--- src/rtl/hsd_pkg.sv ---
// Shared definitions for the halfword-swapping DMA unit.
// Assumes byte-wide peripheral data and two-byte memory beats.
package hsd_pkg;
    localparam int BYTE_W     = 8;
    localparam int BEAT_BYTES = 2;

    typedef enum logic [1:0] {
        ST_IDLE,
        ST_CMD,
        ST_DATA,
        ST_DONE
    } hsd_state_e;
endpackage

--- src/rtl/hsd_req_prep.sv ---
// Forms the effective address and length of a transfer.
// The address is ORed with the base. In swap mode bit 0 of both the
// address and the length is cleared. Purely combinational.
module hsd_req_prep #(
    parameter int AW = 32,
    parameter int LW = 16
) (
    input  logic [AW-1:0] addr_i,
    input  logic [AW-1:0] base_i,
    input  logic [LW-1:0] len_i,
    input  logic          swap_i,
    output logic [AW-1:0] eff_addr_o,
    output logic [LW-1:0] eff_len_o
);
    // Merge the base and apply forced even alignment in swap mode.
    always_comb begin
        eff_addr_o = addr_i | base_i;
        eff_len_o  = len_i;
        if (swap_i) begin
            eff_addr_o[0] = 1'b0;
            eff_len_o[0]  = 1'b0;
        end
    end
endmodule

--- src/rtl/hsd_lane_swap.sv ---
// Reverses the byte lanes of a beat when sel_i is high. Otherwise the
// beat passes through unchanged. Combinational; LANES is the beat width
// in bytes.
module hsd_lane_swap #(
    parameter int LANES = 2
) (
    input  logic [8*LANES-1:0] d_i,
    input  logic               sel_i,
    output logic [8*LANES-1:0] q_o
);
    for (genvar i = 0; i < LANES; i++) begin : g_lane
        // Lane i takes its own byte, or the mirrored byte when swapping.
        assign q_o[8*i +: 8] = sel_i ? d_i[8*(LANES-1-i) +: 8] : d_i[8*i +: 8];
    end
endmodule

--- src/rtl/hsd_chunk_size.sv ---
// Picks the size of the next memory request. When limit_en_i is high
// the size is capped at CHUNK bytes; otherwise the whole remaining
// length is used. Assumes CHUNK is even and fits in LW bits.
module hsd_chunk_size #(
    parameter int LW    = 16,
    parameter int CHUNK = 64
) (
    input  logic [LW-1:0] rem_i,
    input  logic          limit_en_i,
    output logic [LW-1:0] size_o
);
    localparam logic [LW-1:0] LIMIT = LW'(CHUNK);

    // Cap the request at the chunk limit when enabled.
    assign size_o = (limit_en_i && (rem_i > LIMIT)) ? LIMIT : rem_i;
endmodule

--- src/rtl/hsd_dma_unit.sv ---
// Transfer engine between a byte-wide peripheral stream and a 16-bit
// memory port. It accepts one request at a time while idle, issues
// memory requests (chunked for swap-mode writes) and moves data one beat
// at a time, byte-swapping halfwords in swap mode. It assumes the memory
// side returns exactly ceil(bytes/2) read beats for each read request.
module hsd_dma_unit #(
    parameter int AW    = 32,
    parameter int LW    = 16,
    parameter int CHUNK = 64
) (
    input  logic          clk,
    input  logic          rst_n,
    input  logic          req_valid,
    output logic          req_ready,
    input  logic [AW-1:0] req_addr,
    input  logic [LW-1:0] req_len,
    input  logic          req_write,
    input  logic          req_swap,
    input  logic [AW-1:0] base_addr,
    output logic          done,
    input  logic          wr_valid,
    output logic          wr_ready,
    input  logic [7:0]    wr_data,
    output logic          rd_valid,
    input  logic          rd_ready,
    output logic [7:0]    rd_data,
    output logic          mem_req_valid,
    input  logic          mem_req_ready,
    output logic [AW-1:0] mem_req_addr,
    output logic [LW-1:0] mem_req_bytes,
    output logic          mem_req_write,
    output logic          mem_wvalid,
    input  logic          mem_wready,
    output logic [15:0]   mem_wdata,
    input  logic          mem_rvalid,
    output logic          mem_rready,
    input  logic [15:0]   mem_rdata
);
    import hsd_pkg::*;

    localparam int BW = BYTE_W * BEAT_BYTES;

    hsd_state_e    state;
    logic [AW-1:0] cur_addr;
    logic [LW-1:0] remaining;
    logic [LW-1:0] in_left;
    logic          is_write;
    logic          is_swap;
    logic [7:0]    hold_lo;
    logic          have_lo;
    logic [BW-1:0] beat_q;
    logic          beat_full;
    logic          rd_pos;
    logic          rd_two;

    logic [AW-1:0] eff_addr;
    logic [LW-1:0] eff_len;
    logic [LW-1:0] chunk;
    logic [BW-1:0] rd_swapped;
    logic [BW-1:0] wr_swapped;
    logic          in_data_wr;
    logic          in_data_rd;

    hsd_req_prep #(.AW(AW), .LW(LW)) u_prep (
        .addr_i     (req_addr),
        .base_i     (base_addr),
        .len_i      (req_len),
        .swap_i     (req_swap),
        .eff_addr_o (eff_addr),
        .eff_len_o  (eff_len)
    );

    hsd_chunk_size #(.LW(LW), .CHUNK(CHUNK)) u_chunk (
        .rem_i      (remaining),
        .limit_en_i (is_write && is_swap),
        .size_o     (chunk)
    );

    hsd_lane_swap #(.LANES(BEAT_BYTES)) u_rswap (
        .d_i   (mem_rdata),
        .sel_i (is_swap),
        .q_o   (rd_swapped)
    );

    hsd_lane_swap #(.LANES(BEAT_BYTES)) u_wswap (
        .d_i   (beat_q),
        .sel_i (is_swap),
        .q_o   (wr_swapped)
    );

    // Port views of the state machine.
    assign in_data_wr    = (state == ST_DATA) && is_write;
    assign in_data_rd    = (state == ST_DATA) && !is_write;
    assign req_ready     = (state == ST_IDLE);
    assign done          = (state == ST_DONE);
    assign mem_req_valid = (state == ST_CMD);
    assign mem_req_addr  = cur_addr;
    assign mem_req_bytes = chunk;
    assign mem_req_write = is_write;
    assign wr_ready      = in_data_wr && !beat_full && (in_left != '0);
    assign mem_wvalid    = in_data_wr && beat_full;
    assign mem_wdata     = wr_swapped;
    assign mem_rready    = in_data_rd && !beat_full;
    assign rd_valid      = in_data_rd && beat_full;
    assign rd_data       = rd_pos ? beat_q[15:8] : beat_q[7:0];

    // Sequencing of request, command, data movement and completion.
    always_ff @(posedge clk) begin
        if (!rst_n) begin
            state     <= ST_IDLE;
            cur_addr  <= '0;
            remaining <= '0;
            in_left   <= '0;
            is_write  <= 1'b0;
            is_swap   <= 1'b0;
            hold_lo   <= '0;
            have_lo   <= 1'b0;
            beat_q    <= '0;
            beat_full <= 1'b0;
            rd_pos    <= 1'b0;
            rd_two    <= 1'b0;
        end else begin
            case (state)
                ST_IDLE: begin
                    if (req_valid) begin
                        cur_addr  <= eff_addr;
                        remaining <= eff_len;
                        is_write  <= req_write;
                        is_swap   <= req_swap;
                        state     <= (eff_len == '0) ? ST_DONE : ST_CMD;
                    end
                end
                ST_CMD: begin
                    if (mem_req_ready) begin
                        cur_addr  <= cur_addr + AW'(chunk);
                        remaining <= remaining - chunk;
                        in_left   <= chunk;
                        state     <= ST_DATA;
                    end
                end
                ST_DATA: begin
                    if (is_write) begin
                        if (wr_valid && wr_ready) begin
                            in_left <= in_left - 1'b1;
                            if (!have_lo && (in_left > LW'(1))) begin
                                hold_lo <= wr_data;
                                have_lo <= 1'b1;
                            end else begin
                                beat_q    <= have_lo ? {wr_data, hold_lo} : {8'h00, wr_data};
                                beat_full <= 1'b1;
                                have_lo   <= 1'b0;
                            end
                        end
                        if (mem_wvalid && mem_wready) begin
                            beat_full <= 1'b0;
                            if (in_left == '0) begin
                                state <= (remaining == '0) ? ST_DONE : ST_CMD;
                            end
                        end
                    end else begin
                        if (mem_rvalid && mem_rready) begin
                            beat_q    <= rd_swapped;
                            beat_full <= 1'b1;
                            rd_pos    <= 1'b0;
                            rd_two    <= (in_left > LW'(1));
                        end
                        if (rd_valid && rd_ready) begin
                            in_left <= in_left - 1'b1;
                            if (rd_pos || !rd_two) begin
                                beat_full <= 1'b0;
                                rd_pos    <= 1'b0;
                            end else begin
                                rd_pos <= 1'b1;
                            end
                            if (in_left == LW'(1)) begin
                                state <= (remaining == '0) ? ST_DONE : ST_CMD;
                            end
                        end
                    end
                end
                default: state <= ST_IDLE;
            endcase
        end
    end


    busy_ready_chk: assert property (@(posedge clk) disable iff (!rst_n)
        (mem_req_valid || mem_wvalid || rd_valid) |-> !req_ready);


    swap_align_chk: assert property (@(posedge clk) disable iff (!rst_n)
        (mem_req_valid && is_swap) |-> (!mem_req_addr[0] && !mem_req_bytes[0]));


    chunk_bound_chk: assert property (@(posedge clk) disable iff (!rst_n)
        (mem_req_valid && is_write && is_swap) |->
            ((mem_req_bytes <= LW'(CHUNK)) && (mem_req_bytes != '0)));


    done_pulse_chk: assert property (@(posedge clk) disable iff (!rst_n)
        done |=> !done);


    req_hold_chk: assert property (@(posedge clk) disable iff (!rst_n)
        (mem_req_valid && !mem_req_ready) |=>
            (mem_req_valid && $stable(mem_req_addr) && $stable(mem_req_bytes)));


    wbeat_hold_chk: assert property (@(posedge clk) disable iff (!rst_n)
        (mem_wvalid && !mem_wready) |=> (mem_wvalid && $stable(mem_wdata)));
endmodule

--- config.mk ---
export PLATFORM = sky130hd
export DESIGN_NAME = hsd_dma_unit
export DESIGN_NICKNAME = d
export VERILOG_FILES = /design/src/rtl/hsd_pkg.sv /design/src/rtl/hsd_req_prep.sv /design/src/rtl/hsd_lane_swap.sv /design/src/rtl/hsd_chunk_size.sv /design/src/rtl/hsd_dma_unit.sv
export SDC_FILE = /design/constraint.sdc
export NUM_CORES = 1
export LEC_CHECK = 0
export BUFFER_PORTS_ARGS = -buffer_cell sky130_fd_sc_hd__buf_4
export CAP_MARGIN = 20
export CORE_ASPECT_RATIO = 2
export CORE_MARGIN = 8
export CORE_UTILIZATION = 55
export CTS_CLUSTER_SIZE = 16
export DETAILED_ROUTE_END_ITERATION = 16
export PLACE_DENSITY = 0.82
export SYNTH_ARGS = -nofsm -noshare
export SYNTH_HDL_FRONTEND = slang
export SYNTH_HIERARCHICAL = 1
export SYNTH_SLANG_ARGS = --single-unit
--- constraint.sdc ---
create_clock -name clk -period 4.43 [get_ports clk]
set_input_delay 0.2215 -clock clk [delete_from_list [all_inputs] [get_ports clk]]
set_output_delay 0.2215 -clock clk [all_outputs]
set_load 0.005 [all_outputs]
==> summary.md, run 1 <==
| Metric | Value |
|---|---|
| H-tree lvl count | 3 |
| R2r setup slk | 540 ps |
| Antenna-violating nets left | 0 |
| WL/cell | 18.6 um |
| Routability Congestion | 0.954 |
| Yosys Warn Count | 6 |
| Post-CTS sizing | 0 |
| Switching share of power | 48.4% |
| Synthesis-stage register bit count | 96 |
| WHS | 127 ps |
| Worst reg2reg endpoint | mem_req_addr[20] |
| Total congestion overflow | 0 |
| Crit path capture | mem_req_addr[20] |
| I/O pin total | 194 |
| Final setup violation count | 0 |
| Area Growth Syn to Fin | 21.0% |
| Fmax | 0.257 GHz |
| HPWL Detailed | 17700 um |
| Clock Latency Late Sink | 350 ps |
| Overall routing resource usage | 25.0% |
| # port buffers | 193 |
| Inst Count DP | 1245 |
| NetSw | 3270 uW |
| Mapped cell area | 7620 um2 |
| Max Slew Vio Count | 0 |
| Syn nets | 1111 |
| Largest family of logic cells by synthesized area | compound AO/OA/AOI/OAI gates |
| Cell Int Power | 3490 uW |
| Total core area | 13700 um2 |
| # hold bufs at CTS | 0 |
| Vias in the first global route | 7504 |
| CP Launch Type | flop |
| DIE WIDTH | 99.2 um |
| Peak VDD IR | 0.00123 V |
| First-pass GRT wire length | 37100 um |
| Die ar. | 18100 um2 |
| Routed Wire Length | 23500 um |
| Vias/cell | 6.17 |
| CP Class | flop to flop |
| Die height | 182 um |
| Fin crit share | 87.8% |
| Setup TNS | 0 ps |
| R2r startpoint | remaining[9] |
| Post-synth EDFFs | 0 |
| Met2 Track Usage GR | 42.1% |
| Clock share of power | 11.2% |
| M3 GR Usage | 4.89% |
| CTS tree | yes |
| RSZ-0062 raised after global routing | no |
| CP Launch Point | remaining[9] |
| Final Util | 67.1% |
| Site Rows | 61 |
| Async S/R FF share, synth | 0% |
| Combinational cell fraction of total power | 66.5% |
| Predominant post-synthesis flop cell | dfxtp_1 |
| Pleak | 0.00402 uW |
| Status | finished, final reports clean |
| Hold Vio Cnt, Final | 0 |
| N_diodes | 0 |
| Drt first pass iters | 6 |
| Crit-path max FO | 7 |
| Register area share after synthesis | 25.2% |
| Cells after synthesis | 958 |
| Worst slew margin | 32.4% |
| Post-Layout Cell Count | 1261 |
| Min cycle time layout | 3890 ps |
| Hold Path Class | input pin to flop |
| Number of setup buffers added after CTS | 0 |
| Worst Path Required | 4630 ps |
| Reg power frac | 22.2% |
| R2R cell count | 11 |
| Vias | 7775 |
| Post-Synth XOR/XNOR Area | 2.76% |
| Post-layout net count | 1252 |
| Root Driver | clkbuf_16 |
| Clock Path Buffers | 2 |
| Arrival time worst endpoint | 4090 ps |
| Initial antenna violation count | 0 |
| Syn avg cell area | 7.95 um2 |
| Unique masters post-synth | 71 |
| Largest net degree at the start of global routing | 66 |
| Gr busiest metal | met2 |
| CTS Buf Count | 9 |
| DRC Markers | 0 |
| Sink Count | 96 |
| Pwr Density | 734 nW/um2 |
| Clock transition at path regs | 70 ps |
| Post-place setup slack | 624 ps |
| CP Capture Type | flop |
| Multiplexer area fraction after synthesis | 12.9% |
| GRT met1 Usage | 30.1% |
| Layout cells sized above 1 | 25.1% |
| Slew @ Worst Pin | 1000 ps |
| Final worst setup slack | 542 ps |
| Starting Density | 55.4% |
| Max-cap viol count | 0 |
| Adder-Cell Fraction of Synth Area | 6.60% |
| Post-Synth Simple-Gate Area | 22.2% |
| Post-synthesis compound-gate area fraction | 23.2% |
| Starting DRT DRC Count | 546 |
| Clock Skew | 9.89 ps |
## Yosys cell counts, drive strengths merged, types with 3 or more instances
library cell	instances	area share, %
nor2	83	4.1
and3	15	1.2
nor3	18	1.2
nand3	16	1.1
xor2	7	0.81
ha	37	6.1
or3	6	0.49
o211ai	15	1.5
inv	38	1.9
a31oi	12	1.1
o21ai	62	4.1
a21oi	77	5.1
or2	34	2.8
xnor2	17	2.0
o31a	7	0.81
a21boi	4	0.39
o21bai	4	0.39
and2	10	0.82
dfxtp	96	25
nand4	10	0.82
o22ai	6	0.49
nor3b	4	0.39
o21a	4	0.39
o211a	3	0.39
buf	37	3.5
a211oi	22	2.2
a21o	16	1.6
o221ai	3	0.35
clkbuf	34	1.7
a41o	3	0.41
nor2b	26	2.1
nor4	14	1.6
nand2	84	4.1
mux2	40	6.9
nand2b	5	0.41
a311oi	18	2.2
mux2i	46	6.0
## critical path: stages (launching register included)
cell and delay [ps]:
dfxtp_1 370, nor4_4 320, a31oi_2 210, nor3b_1 820, ha_1 440, and3_1 230
and3_1 180, and3_1 170, o21ai_0 270, nand3_1 310, a311oi_1 350, a311oi_1 70
## worst min-delay path by stage
stage | startpoint | end | slack (ps) | cells past startpoint
6_report | wr_data[3] | hold_lo[3] | 130 | 3
5_1_grt | wr_data[4] | hold_lo[4] | 130 | 3
4_1_cts | wr_data[4] | hold_lo[4] | 130 | 3
3_5_place_dp | mem_req_addr[31] | mem_req_addr[31] | 480 | 1
3_3_place_gp | beat_q[5] | beat_q[5] | 470 | 2
2_1_floorplan | wr_data[0] | hold_lo[0] | 370 | 2
## through the flow
| step | cell area (um2) | total power [uW] |
|---|---|---|
| after CTS | 9220 | 6720 |
| after detailed placement | 8930 | 5940 |
| final | 9220 | 6770 |
| after floorplan | 7620 | 4650 |
| after global routing | 9220 | 7300 |
| after global placement | 8930 | 5840 |
## layout make-up
cell class	instances	area (um2)
tap	157	196
sequential	96	1920
fill	1162	4520
clock inverter	5	40.0
multi-input combinational	753	5160
clock buffer	11	243
timing repair buffer	201	1510
inverter	38	143
## cells in the final DEF, fill, tap and decap left out, types with 16 or more instances in the layout
cell and count:
xnor2_1 17, ha_1 36, mux2_4 20, mux2i_1 46, inv_1 37, nor2_1 83, a211oi_1 22, a311oi_1 16
mux2_2 20, nand2_1 84, buf_4 201, o21ai_0 60, nor3_1 17, or2_1 32, nor2b_1 26, a21o_1 16
nand3_1 16, a21oi_1 77, dfxtp_1 95
## power groups by stage
stage | clock (uW) | sequential [uW] | combinational [uW]
floorplan | 0 | 1430 | 3220
global placement | 0 | 1500 | 4350
detailed placement | 0 | 1510 | 4430
CTS | 766 | 1490 | 4460
global route | 805 | 1540 | 4950
finish | 761 | 1510 | 4500
## logic make-up (layout without fill, tap and decap cells)
kind of cell | count (synthesis) | after routing
muxes | 86 | 86
buffers and inverters | 109 | 255
adders and majority gates | 39 | 39
AOI/OAI and AO/OA | 271 | 271
DFF | 96 | 96
and+or+nand+nor | 333 | 333
xor gates and xnor gates | 24 | 24
## layer usage
layer,wire length (um),vias to the layer above
li1,-,3740
met1,9430,3630
met2,11600,348
met3,1730,57
met4,748,0
met5,0,-
## registers in the layout, summed over array words and instances, names as in the netlist
name and flops:
is_swap 1, have_lo 1, in_left 16, mem_req_addr 32, hold_lo 8, remaining 16, beat_q 16, mem_req_write 1
beat_full 1, state 2, rd_pos 1, rd_two 1
Note: power is estimated with default switching activity, not from simulation.
==> run 2, diff against run 1 <==
--- a/config.mk
+++ b/config.mk
@@ -9,10 +9,11 @@
 export CAP_MARGIN = 20
 export CORE_ASPECT_RATIO = 2
 export CORE_MARGIN = 8
-export CORE_UTILIZATION = 55
+export CORE_UTILIZATION = 49
 export CTS_CLUSTER_SIZE = 16
 export DETAILED_ROUTE_END_ITERATION = 16
-export PLACE_DENSITY = 0.82
+export MAX_ROUTING_LAYER = met4
+export PLACE_DENSITY = 0.78
 export SYNTH_ARGS = -nofsm -noshare
 export SYNTH_HDL_FRONTEND = slang
 export SYNTH_HIERARCHICAL = 1
==> constraint.sdc (replaced) <==
create_clock -name clk -period 3.3 [get_ports clk]
set_input_delay 0.165 -clock clk [delete_from_list [all_inputs] [get_ports clk]]
set_output_delay 0.165 -clock clk [all_outputs]
set_load 0.005 [all_outputs]
==> run 2 against run 1 <==
  * Sequential cell count did not move
  * Register-to-register slack got worse by 490 ps
  * Maximum frequency rose by 20%
  * Clock skew barely moved
  * Combinational power rose by 67%
  * Sequential share of layout area fell by 1.9 points
  * Critical path type unchanged
  * Largest cell class unchanged
  * Largest power group unchanged
  * Highest routed layer unchanged
==> summary.md, run 2 (synthesis results as in run 1) <==
| Metric | Value |
|---|---|
| N_diodes | 0 |
| Gr busiest metal | met2 |
| Hold wc startpoint | wr_data[4] |
| Routability Congestion | 0.950 |
| M3 GR Usage | 3.65% |
| Root Driver | clkbuf_16 |
| Post-place setup slack | -37.7 ps |
| Vias in the first global route | 8187 |
| Fin crit share | 98.5% |
| Met2 Track Usage GR | 46.3% |
| DRC Markers | 0 |
| First-pass GRT wire length | 39600 um |
| Sink Count | 96 |
| Total congestion overflow | 0 |
| Most used cell, CP | a31oi_1 |
| I/O pin total | 194 |
| Layout cells sized above 1 | 33.2% |
| R2r startpoint | remaining[12] |
| # hold bufs at CTS | 0 |
| HPWL Detailed | 19300 um |
| CP Launch Point | remaining[12] |
| Largest net degree at the start of global routing | 66 |
| RSZ-0062 raised after global routing | yes |
| Hold Vio Cnt, Final | 0 |
| Clock Path Buffers | 2 |
| Worst Path Required | 3550 ps |
| Post-layout net count | 1329 |
| Status | finished, final reports clean |
| Slowest stage delay, CP | 370 ps |
| CTS tree | yes |
| Hold Path Class | input pin to flop |
| WL/cell | 18.4 um |
| Max Slew Vio Count | 0 |
| Arrival time worst endpoint | 3490 ps |
| Area Growth Syn to Fin | 32.9% |
| Pleak | 0.00447 uW |
| CTS Buf Count | 9 |
| Die height | 192 um |
| # port buffers | 193 |
| Inst Count DP | 1355 |
| Starting Density | 49.8% |
| Max reg flops | 32 |
| CP Class | flop to flop |
| CP Launch Type | flop |
| Slowest-stage cell, CP | a31oi_4 |
| Starting DRT DRC Count | 368 |
| Final worst setup slack | 50.5 ps |
| Site Rows | 64 |
| Drt first pass iters | 5 |
| Antenna-violating nets left | 0 |
| Pwr Density | 1050 nW/um2 |
| Vias/cell | 5.89 |
| Crit-path max FO | 7 |
| Setup TNS | 0 ps |
| Initial antenna violation count | 0 |
| Total core area | 15300 um2 |
| Worst slew margin | 47.5% |
| Clock Skew | 9.78 ps |
| CP Capture Type | flop |
| Vias | 8121 |
| Most common cell after layout, fill and taps aside | buf_4 |
| Peak VDD IR | 0.000557 V |
| Clock transition at path regs | 70 ps |
| Final setup violation count | 0 |
| H-tree lvl count | 3 |
| Clock Latency Late Sink | 350 ps |
| GRT met1 Usage | 23.7% |
| Slew @ Worst Pin | 786 ps |
| Most frequent cells in the layout | 278 x buf_4, 94 x dfxtp_1, 84 x nand2_1, 79 x nor2_1, 71 x a21oi_1 |
| Die ar. | 20000 um2 |
| Overall routing resource usage | 24.6% |
| Routed Wire Length | 25300 um |
| Post-Layout Cell Count | 1379 |
| Min cycle time layout | 3250 ps |
| Max-cap viol count | 0 |
| DIE WIDTH | 104 um |
| Fmax | 0.308 GHz |
| Worst path cell trace | nor3_1, buf_4, a31oi_4, nor2_4, ha_2, fa_2, a21o_1, a21oi_2, o21ai_4, a31oi_1, o21ai_1, a31oi_1, nor2_1, o31a_1 |
## run 2: cell count changes in the layout (fill, tap and decap cells not counted), sizes merged
cell	before	now
clkinv	0	2
clkinvlp	3	1
clkbuf	11	10
buf	201	278
bufinv	0	2
inv	40	39
## run 2: power by group
| part | switching [uW] | internal, uW |
|---|---|---|
| Combinational | 4000 | 3500 |
| Clock | 497 | 671 |
| Sequential | 410 | 1550 |
| Total | 4910 | 5720 |
## run 2: worst paths after layout
path | cells past startpoint | slack [ps] | end
setup / recovery | 14 | 50 | mem_req_addr[26]
hold / removal | 3 | 70 | hold_lo[4]
setup reg to reg | 14 | 50 | mem_req_addr[26]
hold reg to reg | 2 | 490 | beat_q[1]
## run 2: final cells by class
| type | count | area, um2 |
|---|---|---|
| fillers | 1331 | 5170 |
| clock buffers | 10 | 229 |
| inverters | 38 | 143 |
| multi-input cells | 753 | 5400 |
| well taps | 198 | 248 |
| clock inverters | 6 | 92.6 |
| repair buffers | 278 | 2090 |
| flip-flops and latches | 96 | 1920 |
## run 2: metrics by stage
stage / area [um2] / hold WS, ps / util, % / total power [uW]
3_5_place_dp: 9590 / 436 / 62.7 / 8990
2_1_floorplan: 7730 / 309 / - / 6360
6_report: 10100 / 69.5 / 66.2 / 10600
5_1_grt: 10100 / 80.9 / 66.2 / 11400
3_3_place_gp: 9590 / 423 / 62.7 / 8890
4_1_cts: 9910 / 69.4 / 64.8 / 10200
## run 2: what timing repair did
action | in CTS | in global routing
resized for setup | 4 | 30
buffers inserted | 0 | 8
pin swaps | 2 | 18
cloned | 0 | 0
setup endpoints to repair | 6 | 23
## run 2: worst max-delay path: cells and delay by family, from the launching register on
| family | cells | cell delay, ps |
|---|---|---|
| fa+ha+maj | 2 | 560 |
| compound gates | 8 | 1830 |
| flops | 1 | 330 |
| simple gates | 3 | 260 |
| buf+inv | 1 | 150 |
## run 2: routing by layer
| metal | wire, um | vias up | share of wire, % |
|---|---|---|---|
| li1 | - | 3892 | - |
| met1 | 9410 | 3850 | 37 |
| met2 | 13800 | 307 | 55 |
| met3 | 1110 | 72 | 4.4 |
| met4 | 978 | 0 | 3.9 |
| met5 | 0 | - | 0 |
